## config.mk

```make
export PLATFORM = sky130hd
export DESIGN_NAME = snooze_sequencer
export DESIGN_NICKNAME = d
export VERILOG_FILES = /design/src/rtl/snz_pkg.sv /design/src/rtl/snz_ctrl.sv /design/src/rtl/snz_cmd_gate.sv /design/src/rtl/snooze_sequencer.sv
export SDC_FILE = /design/constraint.sdc
export NUM_CORES = 1
export LEC_CHECK = 0
export ABC_CLOCK_PERIOD_IN_PS = 1700
export BUFFER_PORTS_ARGS = -buffer_cell sky130_fd_sc_hd__buf_4
export CORE_MARGIN = 2
export CORE_UTILIZATION = 35
export CTS_BUF_LIST = sky130_fd_sc_hd__clkbuf_4
export DETAILED_ROUTE_END_ITERATION = 8
export GPL_TIMING_DRIVEN = 0
export PLACE_DENSITY = 0.8
export SLEW_MARGIN = 25
export SYNTH_ARGS = -nofsm -noshare
export SYNTH_HDL_FRONTEND = slang
export SYNTH_HIERARCHICAL = 1
export SYNTH_SLANG_ARGS = --single-unit
```

## constraint.sdc

```tcl
create_clock -name clk -period 1.7 [get_ports clk]
set_clock_uncertainty 0.1 [all_clocks]
set_input_delay 0 -clock clk [delete_from_list [all_inputs] [get_ports clk]]
set_output_delay 0 -clock clk [all_outputs]
set_load 0.01 [all_outputs]
```

## src/rtl/snz_pkg.sv

```systemverilog
`timescale 1ns/1ps
// Shared types for the snooze sequencer.
package snz_pkg;
    typedef enum logic [1:0] {
        ST_RUN   = 2'd0,  // normal pass-through
        ST_DRAIN = 2'd1,  // issuing deselects until the pipeline is empty
        ST_SLEEP = 2'd2,  // snooze pin held high
        ST_WAKE  = 2'd3   // recovery window: reads only
    } snz_state_t;
endpackage

```

## src/rtl/snz_ctrl.sv

```systemverilog
`timescale 1ns/1ps
// Sequencing state machine. It tracks the drain and recovery windows with
// one shared counter and drives the registered snooze pin.
// Assumes DRAIN_CYC >= 2 and REC_CYC >= 1. The first drain deselect is
// issued in the run cycle that first sees sleep_req.
module snz_ctrl
    import snz_pkg::*;
#(
    parameter int DRAIN_CYC = 2,
    parameter int REC_CYC   = 2
) (
    input  logic       clk,
    input  logic       rst_n,
    input  logic       sleep_req,
    output snz_state_t state,
    output logic       snooze
);
    localparam int MAXC = (DRAIN_CYC > REC_CYC) ? DRAIN_CYC : REC_CYC;
    localparam int CW   = $clog2(MAXC + 1);

    snz_state_t        nxt;
    logic [CW-1:0]     cnt_q, cnt_d;

    // Next-state and window counter selection.
    always_comb begin
        nxt   = state;
        cnt_d = cnt_q;
        unique case (state)
            ST_RUN: if (sleep_req) begin
                nxt   = ST_DRAIN;
                cnt_d = CW'(1);
            end
            ST_DRAIN: begin
                if (!sleep_req) begin
                    nxt = ST_RUN;
                end else if (cnt_q == CW'(DRAIN_CYC - 1)) begin
                    nxt = ST_SLEEP;
                end else begin
                    cnt_d = cnt_q + CW'(1);
                end
            end
            ST_SLEEP: if (!sleep_req) begin
                nxt   = ST_WAKE;
                cnt_d = '0;
            end
            ST_WAKE: begin
                if (cnt_q == CW'(REC_CYC - 1)) begin
                    nxt = ST_RUN;
                end else begin
                    cnt_d = cnt_q + CW'(1);
                end
            end
            default: nxt = ST_RUN;
        endcase
    end

    // State, counter and snooze pin registers.
    always_ff @(posedge clk) begin
        if (!rst_n) begin
            state  <= ST_RUN;
            cnt_q  <= '0;
            snooze <= 1'b0;
        end else begin
            state  <= nxt;
            cnt_q  <= cnt_d;
            snooze <= (nxt == ST_SLEEP);
        end
    end


    snooze_needs_request_chk: assert property (@(posedge clk) disable iff (!rst_n)
        $rose(snooze) |-> $past(sleep_req));


    snooze_release_chk: assert property (@(posedge clk) disable iff (!rst_n)
        (snooze && !sleep_req) |=> !snooze);
endmodule

```

## src/rtl/snz_cmd_gate.sv

```systemverilog
`timescale 1ns/1ps
// Command gate. It passes host commands to the memory or replaces them with
// deselects, according to the sequencer state. Purely combinational.
// Assumes the host holds a command stable while ready is low.
module snz_cmd_gate
    import snz_pkg::*;
#(
    parameter int AW = 20
) (
    input  logic          clk,
    input  logic          rst_n,
    input  snz_state_t    state,
    input  logic          sleep_req,
    input  logic          cmd_valid,
    input  logic          cmd_wr,
    input  logic [AW-1:0] cmd_addr,
    output logic          ready,
    output logic          mem_sel,
    output logic          mem_wr,
    output logic [AW-1:0] mem_addr
);
    // Acceptance decision for the presented command.
    always_comb begin
        unique case (state)
            ST_RUN:   ready = !sleep_req;
            ST_WAKE:  ready = !cmd_wr;
            default:  ready = 1'b0;
        endcase
    end

    // Memory-side command: a deselect unless the command is accepted.
    always_comb begin
        mem_sel  = cmd_valid && ready;
        mem_wr   = mem_sel && cmd_wr;
        mem_addr = cmd_addr;
    end


    wake_write_block_chk: assert property (@(posedge clk) disable iff (!rst_n)
        (state == ST_WAKE && cmd_wr) |-> !mem_sel);


    stalled_cmd_deselect_chk: assert property (@(posedge clk) disable iff (!rst_n)
        (cmd_valid && !ready) |-> !mem_sel);
endmodule

```

## src/rtl/snooze_sequencer.sv

```systemverilog
`timescale 1ns/1ps
// Snooze entry/exit sequencer for a pipelined synchronous SRAM.
// It drains the memory pipeline with deselects before raising the snooze
// pin, and on wake it allows only reads for REC_CYC cycles.
// Assumes the host retries any command presented while ready is low.
module snooze_sequencer
    import snz_pkg::*;
#(
    parameter int AW        = 20,
    parameter int DRAIN_CYC = 2,
    parameter int REC_CYC   = 2
) (
    input  logic          clk,
    input  logic          rst_n,
    input  logic          sleep_req,
    input  logic          cmd_valid,
    input  logic          cmd_wr,
    input  logic [AW-1:0] cmd_addr,
    output logic          ready,
    output logic          mem_sel,
    output logic          mem_wr,
    output logic [AW-1:0] mem_addr,
    output logic          mem_snooze
);
    localparam int IW = $clog2(DRAIN_CYC + 1);
    localparam int WW = $clog2(REC_CYC + 1);

    snz_state_t state;

    snz_ctrl #(.DRAIN_CYC(DRAIN_CYC), .REC_CYC(REC_CYC)) u_ctrl (
        .clk       (clk),
        .rst_n     (rst_n),
        .sleep_req (sleep_req),
        .state     (state),
        .snooze    (mem_snooze)
    );

    snz_cmd_gate #(.AW(AW)) u_gate (
        .clk       (clk),
        .rst_n     (rst_n),
        .state     (state),
        .sleep_req (sleep_req),
        .cmd_valid (cmd_valid),
        .cmd_wr    (cmd_wr),
        .cmd_addr  (cmd_addr),
        .ready     (ready),
        .mem_sel   (mem_sel),
        .mem_wr    (mem_wr),
        .mem_addr  (mem_addr)
    );

    // Checker support: consecutive deselect cycles, saturating at DRAIN_CYC.
    logic [IW-1:0] idle_run;
    always_ff @(posedge clk) begin
        if (!rst_n)                        idle_run <= '0;
        else if (mem_sel)                  idle_run <= '0;
        else if (idle_run != IW'(DRAIN_CYC)) idle_run <= idle_run + IW'(1);
    end

    // Checker support: cycles since the snooze pin was released.
    logic [WW-1:0] wake_age;
    always_ff @(posedge clk) begin
        if (!rst_n)                        wake_age <= WW'(REC_CYC);
        else if (mem_snooze)               wake_age <= '0;
        else if (wake_age != WW'(REC_CYC)) wake_age <= wake_age + WW'(1);
    end


    drain_before_snooze_chk: assert property (@(posedge clk) disable iff (!rst_n)
        $rose(mem_snooze) |-> (idle_run == IW'(DRAIN_CYC)));


    quiet_in_snooze_chk: assert property (@(posedge clk) disable iff (!rst_n)
        mem_snooze |-> (!mem_sel && !ready));


    no_write_in_recovery_chk: assert property (@(posedge clk) disable iff (!rst_n)
        (!mem_snooze && wake_age != WW'(REC_CYC)) |-> !(mem_sel && mem_wr));


    addr_follow_chk: assert property (@(posedge clk) disable iff (!rst_n)
        (mem_addr == cmd_addr) && (mem_sel || !mem_wr));
endmodule

```

==> results.md <==
- CTS tree: done
- Post-synth EDFFs: 0
- Clock transition at path regs: 40 ps
- Highest Signal Layer: met3
- Die Y-Extent: 40.8 um
- P per Cell Area: 589 nW/um2
- CTS root buffer: clkbuf_4
- Via count: 444
- Post-synthesis register bit count: 5
- # nets final: 117
- Fmax: 648 MHz
- Placer congestion estimate: 0.661
- TritonCTS Buffers: 3
- Top FF cell, synth: dfxtp_1
- Register area share after synthesis: 21.2%
- CP Class: reg -> out
- Xor/xnor share of the synthesized area: 0%
- Final Setup Violations: 0
- Post-Synth Simple-Gate Area: 20.1%
- Synth async-reset ratio: 0%
- Io pins: 49
- Core area: 1280 um2
- Drt first-iter violations: 3
- Synth Area in Adders: 7.94%
- Worst EP arrival: 1440 ps
- Share of power burned in registers: 30.7%
- Max rail drop VDD: 0.329 mV
- Type of origin of the critical path: flip-flop
- Synthesized area: 473 um2
- Wire length on met2: 449 um
- Distinct cells, synth: 23
- Avg Inst Size Synth: 8.60 um2
- Overflow after GRT: 0
- Detail Placement HPWL: 769 um
- Clock Latency Late Sink: 240 ps
- Combinational family with the most area after synthesis: buffers and inverters
- Initial core utilization: 36.8%
- Largest net degree at the start of global routing: 9
- Area Growth Syn to Fin: 57.1%
- Sw Pwr: 0.111 mW
- Routed Antenna Nets: 0
- H-Tree Depth: 1
- Final Cycle Share: 90.8%
- Data required, critical path: 1600 ps
- Share of the synthesized area in the top cell type: 31.7%
- First-pass GRT wire length: 1.21 mm
- Complex-gate fraction of the synthesized area: 13.8%
- Rows: 13
- Least-Margin Pin Slew: 308 ps
- Vias in the first global route: 357
- Critical Path End Type: output port
- Via/cell ratio: 4.31
- Top cells by area, synth: buf_4, dfxtp_1, ha_1
- Final hold violation count: 0
- Setup TNS: 0 ps
- Static leakage: 0.399 nW
- Initial antenna violation count: 0
- Final min period: 1540 ps
- Die footprint: 1660 um2
- Met3 wire length: 167 um
- Ys Warns: 6
- Combinational cell fraction of total power: 35.4%
- Clock network power share: 33.9%
- Clock sink total: 5
- Hold Crit Class: in -> out
- Status: complete, no violations
- Crit path max fanout: 7
- M1 WL: 284 um
- Unrepaired setup endpoints after global routing: false
- Syn Nets: 83
- Mapped Cells: 55
- Layout cells sized above 1: 65.9%
- Router iterations before antenna repair: 2
- Pins Over Slew Limit: 0
- Post-synthesis mux area share: 2.12%
- N_diodes: 0
- Port Buffer Count: 28
- R2R Setup Slk: 330 ps
- Gr usage total: 11.0%
- Die Wd: 40.8 um
- Clk buf depth: 2
- Power, Total: 0.438 mW
- Switching portion of total power: 25.3%
- Final WL: 901 um
- Post-DR wirelength/cell: 8.75 um
- Cell Int Power: 0.327 mW
- Max-slew headroom: 79.5%
- DRC: 0
- Synth area leader: buf_4
- Max-cap viol count: 0
## what timing repair did
action	in CTS	in global routing
setup endpoints to repair	0	2
hold buffers	1	0
buffers inserted	0	0
hold endpoints to repair	4	0
gates resized for setup	0	1
## layout by cell type (no fill, tap or decap), types with 2 or more instances in the layout
master,count
buf_4,48
clkbuf_4,4
inv_1,4
dfxtp_1,4
ha_1,3
nand2b_1,3
nand2_1,2
a21oi_1,2
## cell type report
cell class	count	area, um2
buffer	20	150
clock buffer	4	30.0
fill	122	542
inverter	4	15.0
multi-input combinational	26	208
sequential	5	101
tap	15	18.8
timing repair buffer	29	220
## cell usage after synthesis, types with 2 or more instances
cell type and instances:
nand2_1 2, nand2b_1 3, buf_4 20, a21oi_1 2, inv_1 4, ha_1 3
dfxtp_1 5
## critical path, cell delays in order (launching register included)
cell and delay (ps):
dfxtp_1 430, inv_1 70, ha_1 290, nand2b_1 170, a21oi_1 120, buf_4 130
## per-stage QoR
stage,instance area [um2],utilization (%),setup WS (ps),hold slack (ps),std cells
after floorplan,473,-,411,-8.23,55
after global placement,702,54.6,336,76.6,98
after global routing,743,57.8,51.6,82.1,103
final,743,57.8,156,76.3,103
after CTS,742,57.7,42.5,77.3,103
after detailed placement,702,54.6,321,77.6,98
## power groups by stage
stage	registers, mW	logic, mW	clock network [mW]
2_1_floorplan	0.134	0.0943	0
4_1_cts	0.134	0.157	0.158
5_1_grt	0.136	0.172	0.159
3_5_place_dp	0.136	0.155	0
6_report	0.134	0.155	0.148
3_3_place_gp	0.135	0.152	0
## sequential cells by signal, summed over array words and instances, names as in the netlist
name,cells
u_ctrl/cnt_q,2
u_ctrl/state,2
u_ctrl/snooze,1
## logic make-up after synthesis
| group | Yosys count |
|---|---|
| AND/OR/NAND/NOR | 14 |
| adder cells (fa/ha/maj) | 3 |
| multiplexers | 1 |
| flip-flops | 5 |
| buffers and inverters | 24 |
| AO/OA/AOI/OAI | 8 |
## worst paths after layout
check / from / end / cells after the start
setup / recovery: u_ctrl/state[1]$_SDFF_PN0_ / mem_sel / 5
hold / removal: cmd_addr[11] / mem_addr[11] / 2
setup reg to reg: u_ctrl/cnt_q[0]$_SDFFE_PN0P_ / u_ctrl/cnt_q[0]$_SDFFE_PN0P_ / 4
hold reg to reg: u_ctrl/cnt_q[1]$_SDFFE_PN0P_ / u_ctrl/cnt_q[1]$_SDFFE_PN0P_ / 2
## per-layer routing
metal / GRT usage [%] / vias to the layer above
li1: - / 229
met1: 10.4 / 180
met2: 21.4 / 35
met3: 1.63 / 0
met4: 7.50 / 0
met5: 0 / -
Note: power is estimated with default switching activity, not from simulation.
